$ cat src/rtl/ea_pkg.sv
package ea_pkg;
    localparam int WORD_W    = 25;
    localparam int XSEL_W    = 4;
    localparam int DISP_W    = 10;
    localparam int POS_W     = 5;
    localparam int LINK_W    = 15;
    // fixed bit positions of the word layouts (0-based)
    localparam int FLAG_BIT  = 24;
    localparam int XSEL_LSB  = 20;
    localparam int ZERO_LSB  = 17;
    localparam int ZERO_W    = 3;
    localparam int LEFT_LSB  = 15;
    localparam int RIGHT_LSB = 10;
    // bit-bound coding
    localparam int POS_BIAS  = 3;
    localparam int POS_LO    = 1;
    localparam int POS_HI    = 24;

    typedef enum logic [0:0] {
        WALK_IDLE = 1'b0,
        WALK_WAIT = 1'b1
    } walk_state_e;

    typedef struct packed {
        logic [LINK_W-1:0] addr;
        logic              field_valid;
        logic [POS_W-1:0]  left;
        logic [POS_W-1:0]  right;
        logic              field_error;
        logic              loop_error;
    } ea_result_t;

    function automatic logic [XSEL_W-1:0] word_xsel(input logic [WORD_W-1:0] w);
        return w[XSEL_LSB +: XSEL_W];
    endfunction

    function automatic logic word_flag(input logic [WORD_W-1:0] w);
        return w[FLAG_BIT];
    endfunction

    function automatic logic is_link_form(input logic [WORD_W-1:0] w);
        return w[ZERO_LSB +: ZERO_W] == '0;
    endfunction
endpackage

$ cat src/rtl/ea_index_file.sv
module ea_index_file
    import ea_pkg::*;
#(
    parameter int ADDR_W  = 15,
    parameter int NUM_IDX = 15,
    parameter int SEL_W   = 4
) (
    input  logic              clk,
    input  logic              rst,
    input  logic              we,
    input  logic [SEL_W-1:0]  wsel,
    input  logic [ADDR_W-1:0] wdata,
    input  logic [SEL_W-1:0]  rsel,
    output logic [ADDR_W-1:0] rdata
);
    logic [ADDR_W-1:0] regs [1:NUM_IDX];

    for (genvar g = 1; g <= NUM_IDX; g++) begin : g_reg
        always_ff @(posedge clk) begin
            if (rst) begin
                regs[g] <= '0;
            end else if (we && wsel == SEL_W'(g)) begin
                regs[g] <= wdata;
            end
        end
    end

    always_comb begin
        rdata = '0;
        for (int k = 1; k <= NUM_IDX; k++) begin
            if (rsel == SEL_W'(k)) begin
                rdata = regs[k];
            end
        end
    end
endmodule

$ cat src/rtl/ea_addr_sum.sv
module ea_addr_sum #(
    parameter int ADDR_W = 15
) (
    input  logic [ADDR_W-1:0] base,
    input  logic [ADDR_W-1:0] offset,
    output logic [ADDR_W-1:0] sum
);
    // wraps modulo 2^ADDR_W by width
    assign sum = base + offset;
endmodule

$ cat src/rtl/ea_field_decode.sv
module ea_field_decode
    import ea_pkg::*;
(
    input  logic [POS_W-1:0] raw_left,
    input  logic [POS_W-1:0] raw_right,
    output logic [POS_W-1:0] left,
    output logic [POS_W-1:0] right,
    output logic             bad
);
    localparam logic [POS_W-1:0] RAW_MIN = POS_W'(POS_LO + POS_BIAS);
    localparam logic [POS_W-1:0] RAW_MAX = POS_W'(POS_HI + POS_BIAS);

    logic left_ok, right_ok;

    assign left     = raw_left  - POS_W'(POS_BIAS);
    assign right    = raw_right - POS_W'(POS_BIAS);
    assign left_ok  = (raw_left  >= RAW_MIN) && (raw_left  <= RAW_MAX);
    assign right_ok = (raw_right >= RAW_MIN) && (raw_right <= RAW_MAX);
    // same bias on both sides, so raw order equals decoded order
    assign bad      = !left_ok || !right_ok || (raw_left < raw_right);
endmodule

$ cat src/rtl/ea_resolver.sv
module ea_resolver
    import ea_pkg::*;
#(
    parameter int ADDR_W    = 15,
    parameter int NUM_IDX   = 15,
    parameter int MAX_DEPTH = 16
) (
    input  logic                clk,
    input  logic                rst,
    input  logic                start,
    input  logic [WORD_W-1:0]   instr,
    output logic                busy,
    output logic                done,
    output logic [ADDR_W-1:0]   ea_addr,
    output logic                field_valid,
    output logic [POS_W-1:0]    left_pos,
    output logic [POS_W-1:0]    right_pos,
    output logic                field_error,
    output logic                loop_error,
    output logic                rd_req,
    output logic [ADDR_W-1:0]   rd_addr,
    input  logic                rd_valid,
    input  logic [WORD_W-1:0]   rd_data,
    input  logic                idx_we,
    input  logic [XSEL_W-1:0]   idx_sel,
    input  logic [ADDR_W-1:0]   idx_wdata
);
    localparam int DEPTH_W = $clog2(MAX_DEPTH + 1);

    walk_state_e        state;
    logic [DEPTH_W-1:0] depth;
    ea_result_t         res;

    logic [XSEL_W-1:0]  base_sel;
    logic [ADDR_W-1:0]  base_val;
    logic [ADDR_W-1:0]  offset;
    logic [ADDR_W-1:0]  sum;
    logic               link_form;
    logic               link_more;
    logic [POS_W-1:0]   dec_left, dec_right;
    logic               dec_bad;
    logic               unused_bits;

    assign unused_bits = ^{instr[XSEL_LSB-1:DISP_W], rd_data[LEFT_LSB+1:LEFT_LSB]};

    assign link_form = is_link_form(rd_data);
    assign link_more = link_form && word_flag(rd_data);

    // one shared base read and adder serve the instruction and every link
    always_comb begin
        if (state == WALK_IDLE) begin
            base_sel = word_xsel(instr);
            offset   = ADDR_W'(instr[DISP_W-1:0]);
        end else begin
            base_sel = word_xsel(rd_data);
            offset   = link_form ? ADDR_W'(rd_data[LINK_W-1:0])
                                 : ADDR_W'(rd_data[DISP_W-1:0]);
        end
    end

    ea_index_file #(
        .ADDR_W  (ADDR_W),
        .NUM_IDX (NUM_IDX),
        .SEL_W   (XSEL_W)
    ) u_idx (
        .clk   (clk),
        .rst   (rst),
        .we    (idx_we),
        .wsel  (idx_sel),
        .wdata (idx_wdata),
        .rsel  (base_sel),
        .rdata (base_val)
    );

    ea_addr_sum #(
        .ADDR_W (ADDR_W)
    ) u_sum (
        .base   (base_val),
        .offset (offset),
        .sum    (sum)
    );

    ea_field_decode u_fdec (
        .raw_left  (rd_data[LEFT_LSB  +: POS_W]),
        .raw_right (rd_data[RIGHT_LSB +: POS_W]),
        .left      (dec_left),
        .right     (dec_right),
        .bad       (dec_bad)
    );

    always_ff @(posedge clk) begin
        if (rst) begin
            state   <= WALK_IDLE;
            depth   <= '0;
            rd_req  <= 1'b0;
            rd_addr <= '0;
            done    <= 1'b0;
            res     <= '0;
        end else begin
            rd_req <= 1'b0;
            done   <= 1'b0;
            unique case (state)
                WALK_IDLE: begin
                    if (start) begin
                        if (word_flag(instr)) begin
                            rd_req  <= 1'b1;
                            rd_addr <= sum;
                            depth   <= DEPTH_W'(1);
                            state   <= WALK_WAIT;
                        end else begin
                            res      <= '0;
                            res.addr <= sum;
                            done     <= 1'b1;
                        end
                    end
                end
                WALK_WAIT: begin
                    if (rd_valid) begin
                        if (link_more) begin
                            if (depth == DEPTH_W'(MAX_DEPTH)) begin
                                res            <= '0;
                                res.addr       <= sum;
                                res.loop_error <= 1'b1;
                                done           <= 1'b1;
                                state          <= WALK_IDLE;
                            end else begin
                                rd_req  <= 1'b1;
                                rd_addr <= sum;
                                depth   <= depth + DEPTH_W'(1);
                            end
                        end else if (link_form) begin
                            res      <= '0;
                            res.addr <= sum;
                            done     <= 1'b1;
                            state    <= WALK_IDLE;
                        end else begin
                            res.addr        <= sum;
                            res.field_valid <= 1'b1;
                            res.left        <= dec_left;
                            res.right       <= dec_right;
                            res.field_error <= dec_bad;
                            res.loop_error  <= 1'b0;
                            done            <= 1'b1;
                            state           <= WALK_IDLE;
                        end
                    end
                end
                default: state <= WALK_IDLE;
            endcase
        end
    end

    assign busy        = (state != WALK_IDLE);
    assign ea_addr     = res.addr;
    assign field_valid = res.field_valid;
    assign left_pos    = res.left;
    assign right_pos   = res.right;
    assign field_error = res.field_error;
    assign loop_error  = res.loop_error;
endmodule

$ cat config.mk
export PLATFORM = sky130hd
export DESIGN_NAME = ea_resolver
export DESIGN_NICKNAME = d
export VERILOG_FILES = /design/src/rtl/ea_pkg.sv /design/src/rtl/ea_index_file.sv /design/src/rtl/ea_addr_sum.sv /design/src/rtl/ea_field_decode.sv /design/src/rtl/ea_resolver.sv
export SDC_FILE = /design/constraint.sdc
export NUM_CORES = 1
export LEC_CHECK = 0
export CORE_MARGIN = 3
export CORE_UTILIZATION = 50
export CTS_CLUSTER_DIAMETER = 200
export DETAILED_ROUTE_END_ITERATION = 7
export GPL_TIMING_DRIVEN = 0
export PLACE_DENSITY = 0.82
export SETUP_SLACK_MARGIN = 0.4
export SYNTH_ARGS = -nofsm -noshare
export SYNTH_HDL_FRONTEND = slang
export SYNTH_SLANG_ARGS = --single-unit
$ cat constraint.sdc
create_clock -name clk -period 7.5 [get_ports clk]
set_input_delay 1.125 -clock clk [delete_from_list [all_inputs] [get_ports clk]]
set_output_delay 1.125 -clock clk [all_outputs]
set_load 0.005 [all_outputs]
==> impl_metrics.prom <==
# TYPE chip_impl_metric gauge
chip_impl_metric{name="grt_util_met3",unit="%"} 5.567
chip_impl_metric{name="fmax",unit="MHz"} 164.0
chip_impl_metric{name="mux_contribution_to_synthesized_area",unit="%"} 1.602
chip_impl_metric{name="synth_top_cell_area_share",unit="%"} 50.58
chip_impl_info{name="ctsRootBufferMaster",value="clkbuf_16"} 1
chip_impl_metric{name="setup_tns_after_final_layout",unit="ps"} 0
chip_impl_metric{name="layout.nets",unit=""} 1406
chip_impl_metric{name="synthesis.nets",unit=""} 1259
chip_impl_info{name="crit_path_start_kind",value="primary input"} 1
chip_impl_metric{name="grtUsageMet2",unit="%"} 42.69
chip_impl_metric{name="detail_route.wirelength",unit="um"} 39520
chip_impl_metric{name="clk-insertion-delay-late",unit="ps"} 570
chip_impl_metric{name="detail_route.vias_per_cell",unit=""} 6.314
chip_impl_metric{name="ys_async_sr_fraction",unit="%"} 0
chip_impl_info{name="synth_ff_type",value="edfxtp_1"} 1
chip_impl_metric{name="post_drt_wl_per_cell",unit="um"} 23.79
chip_impl_metric{name="cts_setup_buffers",unit=""} 0
chip_impl_info{name="outcome",value="complete, no violations"} 1
chip_impl_metric{name="die_height",unit="um"} 169.5
chip_impl_metric{name="ant_nets",unit=""} 0
chip_impl_metric{name="maxSlewViolCount",unit=""} 0
chip_impl_info{name="top_usage_layer",value="met2"} 1
chip_impl_metric{name="number_of_drc_markers_after_the_initial_detailed_route_iteration",unit=""} 1646
chip_impl_metric{name="leakagePower",unit="nW"} 5.672
chip_impl_metric{name="ctsHtreeMaxLevel",unit=""} 1
chip_impl_metric{name="postSynthRegisterBits",unit=""} 276
chip_impl_metric{name="finish.utilization",unit="%"} 60.72
chip_impl_metric{name="yosysSeqAreaShare",unit="%"} 58.22
chip_impl_metric{name="worstPathArrival",unit="ps"} 6550
chip_impl_metric{name="worstPathRequired",unit="ps"} 7950
chip_impl_info{name="min-delay-path-class",value="flop to flop"} 1
chip_impl_metric{name="iteration_count_of_the_initial_detailed_routing_pass",unit=""} 8
chip_impl_metric{name="start_util",unit="%"} 51.12
chip_impl_metric{name="layout_setup_ws",unit="ps"} 1401
chip_impl_info{name="synth_area_leader_cell",value="edfxtp_1"} 1
chip_impl_metric{name="synth_area",unit="mm^2"} 0.01336
chip_impl_metric{name="synthToLayoutAreaGrowth",unit="%"} 18.78
chip_impl_metric{name="cts.path.max_buffers",unit=""} 3
chip_impl_metric{name="clock-sinks",unit=""} 276
chip_impl_metric{name="numCtsBuffers",unit=""} 29
chip_impl_metric{name="synthesis.area_per_instance",unit="um^2"} 11.53
chip_impl_metric{name="buffer_ports.inserted",unit=""} 109
chip_impl_metric{name="floorplan.io_pins",unit=""} 120
chip_impl_metric{name="synthSimpleGateAreaFrac",unit="%"} 20.16
chip_impl_metric{name="power.density_cell_area",unit="mW/mm^2"} 231.5
chip_impl_info{name="synth_top_family_by_area",value="simple AND/OR/NAND/NOR gates"} 1
chip_impl_metric{name="total_congestion_overflow_after_global_routing",unit=""} 0
chip_impl_info{name="criticalPathCategory",value="primary input to flop"} 1
chip_impl_metric{name="edff_count_synth",unit=""} 225
chip_impl_info{name="crit_path_end_kind",value="flop"} 1
chip_impl_metric{name="synth_adder_area_share",unit="%"} 2.491
chip_impl_metric{name="vias_in_the_first_global_route",unit=""} 9976
chip_impl_metric{name="synth_xor_xnor_area_share",unit="%"} 1.180
chip_impl_metric{name="cts.repair.resized",unit=""} 0
chip_impl_metric{name="design_area",unit="mm^2"} 0.01587
chip_impl_metric{name="place_congestion",unit=""} 0.9072
chip_impl_metric{name="postSynthCellCount",unit=""} 1159
chip_impl_metric{name="dr_vias",unit=""} 10490
chip_impl_metric{name="grt_util_all_layers",unit="%"} 26.76
chip_impl_metric{name="grt_antenna_before_repair",unit=""} 0
chip_impl_metric{name="grtUsageMet1",unit="%"} 36.44
chip_impl_metric{name="post-route-period-util",unit="%"} 81.32
chip_impl_metric{name="synth_cell_types",unit=""} 80
chip_impl_metric{name="antenna_cells",unit=""} 0
chip_impl_metric{name="hold_violations",unit=""} 0
chip_impl_metric{name="worst_clock_skew",unit="ps"} 22.41
chip_impl_metric{name="cts.reportedPaths.clkPinSlew",unit="ps"} 60
chip_impl_metric{name="placed_area",unit="mm^2"} 0.01502
chip_impl_metric{name="largest_net_degree_at_the_start_of_global_routing",unit=""} 16
chip_impl_metric{name="dpl.hpwl",unit="um"} 28100
chip_impl_metric{name="final_layout_size_suffix_gt1_share",unit="%"} 8.748
chip_impl_info{name="rsz0062_at_grt",value="false"} 1
chip_impl_metric{name="floorplan.core_area",unit="mm^2"} 0.02613
chip_impl_metric{name="dieArea",unit="mm^2"} 0.02872
chip_impl_metric{name="drc_violation_count_after_routing",unit=""} 0
chip_impl_metric{name="synth-compound-area-share",unit="%"} 13.31
chip_impl_metric{name="max_slew.worst_pin.slew",unit="ps"} 1103
chip_impl_metric{name="timing.final.setup_violations",unit=""} 0
chip_impl_metric{name="die_w",unit="um"} 169.5
chip_impl_info{name="synth.area.top_cells",value="edfxtp_1 (51%), and2_1 (11%), dfxtp_1 (7.6%)"} 1
chip_impl_metric{name="postCtsHoldBufs",unit=""} 0
chip_impl_metric{name="min_period",unit="ps"} 6099
chip_impl_metric{name="timing.slew.headroom",unit="%"} 26.44
chip_impl_metric{name="worstPathMaxFanout",unit=""} 10
chip_impl_metric{name="fp-row-count",unit=""} 59
chip_impl_metric{name="dp_slack",unit="ps"} 1011
chip_impl_metric{name="worst_case_vdd_ir_drop",unit="V"} 0.0002032
chip_impl_info{name="cts_tree",value="done"} 1
chip_impl_metric{name="max_capacitance_violation_count",unit=""} 0
chip_impl_metric{name="number_of_warnings_reported_in_the_yosys_synthesis_log",unit=""} 0
chip_impl_metric{name="grt_pass1_wl",unit="um"} 58850
==> registers in the layout, indices dropped and copies added (netlist names) <==
register	flops
field_error	1
depth	5
right_pos	5
field_valid	1
loop_error	1
busy	1
u_idx.regs	225
left_pos	5
ea_addr	15
done	1
rd_addr	15
rd_req	1
==> final cells by class <==
cell class | count | area (um^2)
clock inverter | 12 | 85.08
timing repair buffer | 116 | 1196
buffer | 73 | 334.1
inverter | 19 | 71.32
tap | 335 | 419.2
clock buffer | 39 | 763.2
multi-input combinational | 791 | 5221
sequential | 276 | 7777
fill | 2005 | 10260
==> where the power goes <==
part           internal, mW  switching, mW  total, mW
clock                 0.716          0.589       1.30
sequential             1.75         0.0405       1.80
combinational         0.233          0.341      0.574
total                  2.70          0.970       3.67
==> path summary, 6_finish.rpt <==
check	start	to	slack, ps	cells past startpoint
worst max-delay path	instr[20]	ea_addr[14]	1400	21
worst min-delay path	rd_addr[4]	rd_addr[4]	450	2
worst max register to register	busy	ea_addr[14]	2210	20
worst min register to register	rd_addr[4]	rd_addr[4]	450	2
==> cell families (layout without fill, tap and decap cells) <==
logic type	Yosys count	after routing
buffers and inverters	92	259
and+or+nand+nor	484	484
muxes	17	17
AOI/OAI and AO/OA	246	246
xor gates and xnor gates	18	18
DFF	276	276
adders and majority gates	26	26
==> cells in the final DEF (no fill, tap or decap), types with 12 or more instances in the layout <==
cell type and count:
and2_1 231, edfxtp_1 225, clkdlybuf4s50_1 109, nand2_1 77
nor2_1 63, clkbuf_1 60, a22oi_1 52, dfxtp_1 51
a21oi_1 48, clkbuf_16 29, ha_1 25, nor3_1 20
nand3_1 19, o21ai_0 18, inv_1 17, buf_2 15
a222oi_1 13, nand2b_1 12, o21bai_2 12
==> synthesized netlist by cell type (11+ instances only) <==
master / instances
nand3_1: 19
clkbuf_1: 50
nand2_1: 77
dfxtp_1: 51
o21bai_1: 12
edfxtp_1: 225
a221o_1: 11
o21ai_0: 18
nor3_1: 20
nor2_1: 63
inv_1: 17
a21oi_1: 48
buf_2: 15
o21ai_1: 11
a22oi_1: 52
and2_1: 231
a222oi_1: 13
ha_1: 25
nand3b_1: 11
nand2b_1: 12
==> metrics by stage <==
step | power (mW) | cells | hold WS [ps]
5_1_grt | 3.781 | 1661 | 466.6
3_5_place_dp | 2.384 | 1610 | 443.9
3_3_place_gp | 2.357 | 1603 | 439.5
2_1_floorplan | 2.133 | 1159 | 448.2
6_report | 3.674 | 1661 | 451.5
4_1_cts | 3.656 | 1661 | 450.4
==> worst max-delay path, cell delays in order <==
cell and delay [ps]:
clkdlybuf4s50_1 580, or3b_1 420, and2_1 190, buf_6 150
nor2_1 390, buf_2 390, a21oi_1 80, a21oi_1 310
a211oi_1 110, o21ai_1 220, ha_1 210, inv_1 60
fa_1 450, nor2b_1 160, o2111ai_1 140, a31oi_1 310
a21oi_1 170, o21ai_1 500, or4_1 190, nor2_1 40
a311o_1 330
==> per-layer routing <==
metal  share of wire (%)  up-vias
met3                  12      110
met2                  45      777
li1                    -     4541
met4                 4.0        0
met1                  38     5059
met5                   0        -
Power figures use the tool's default switching activity.
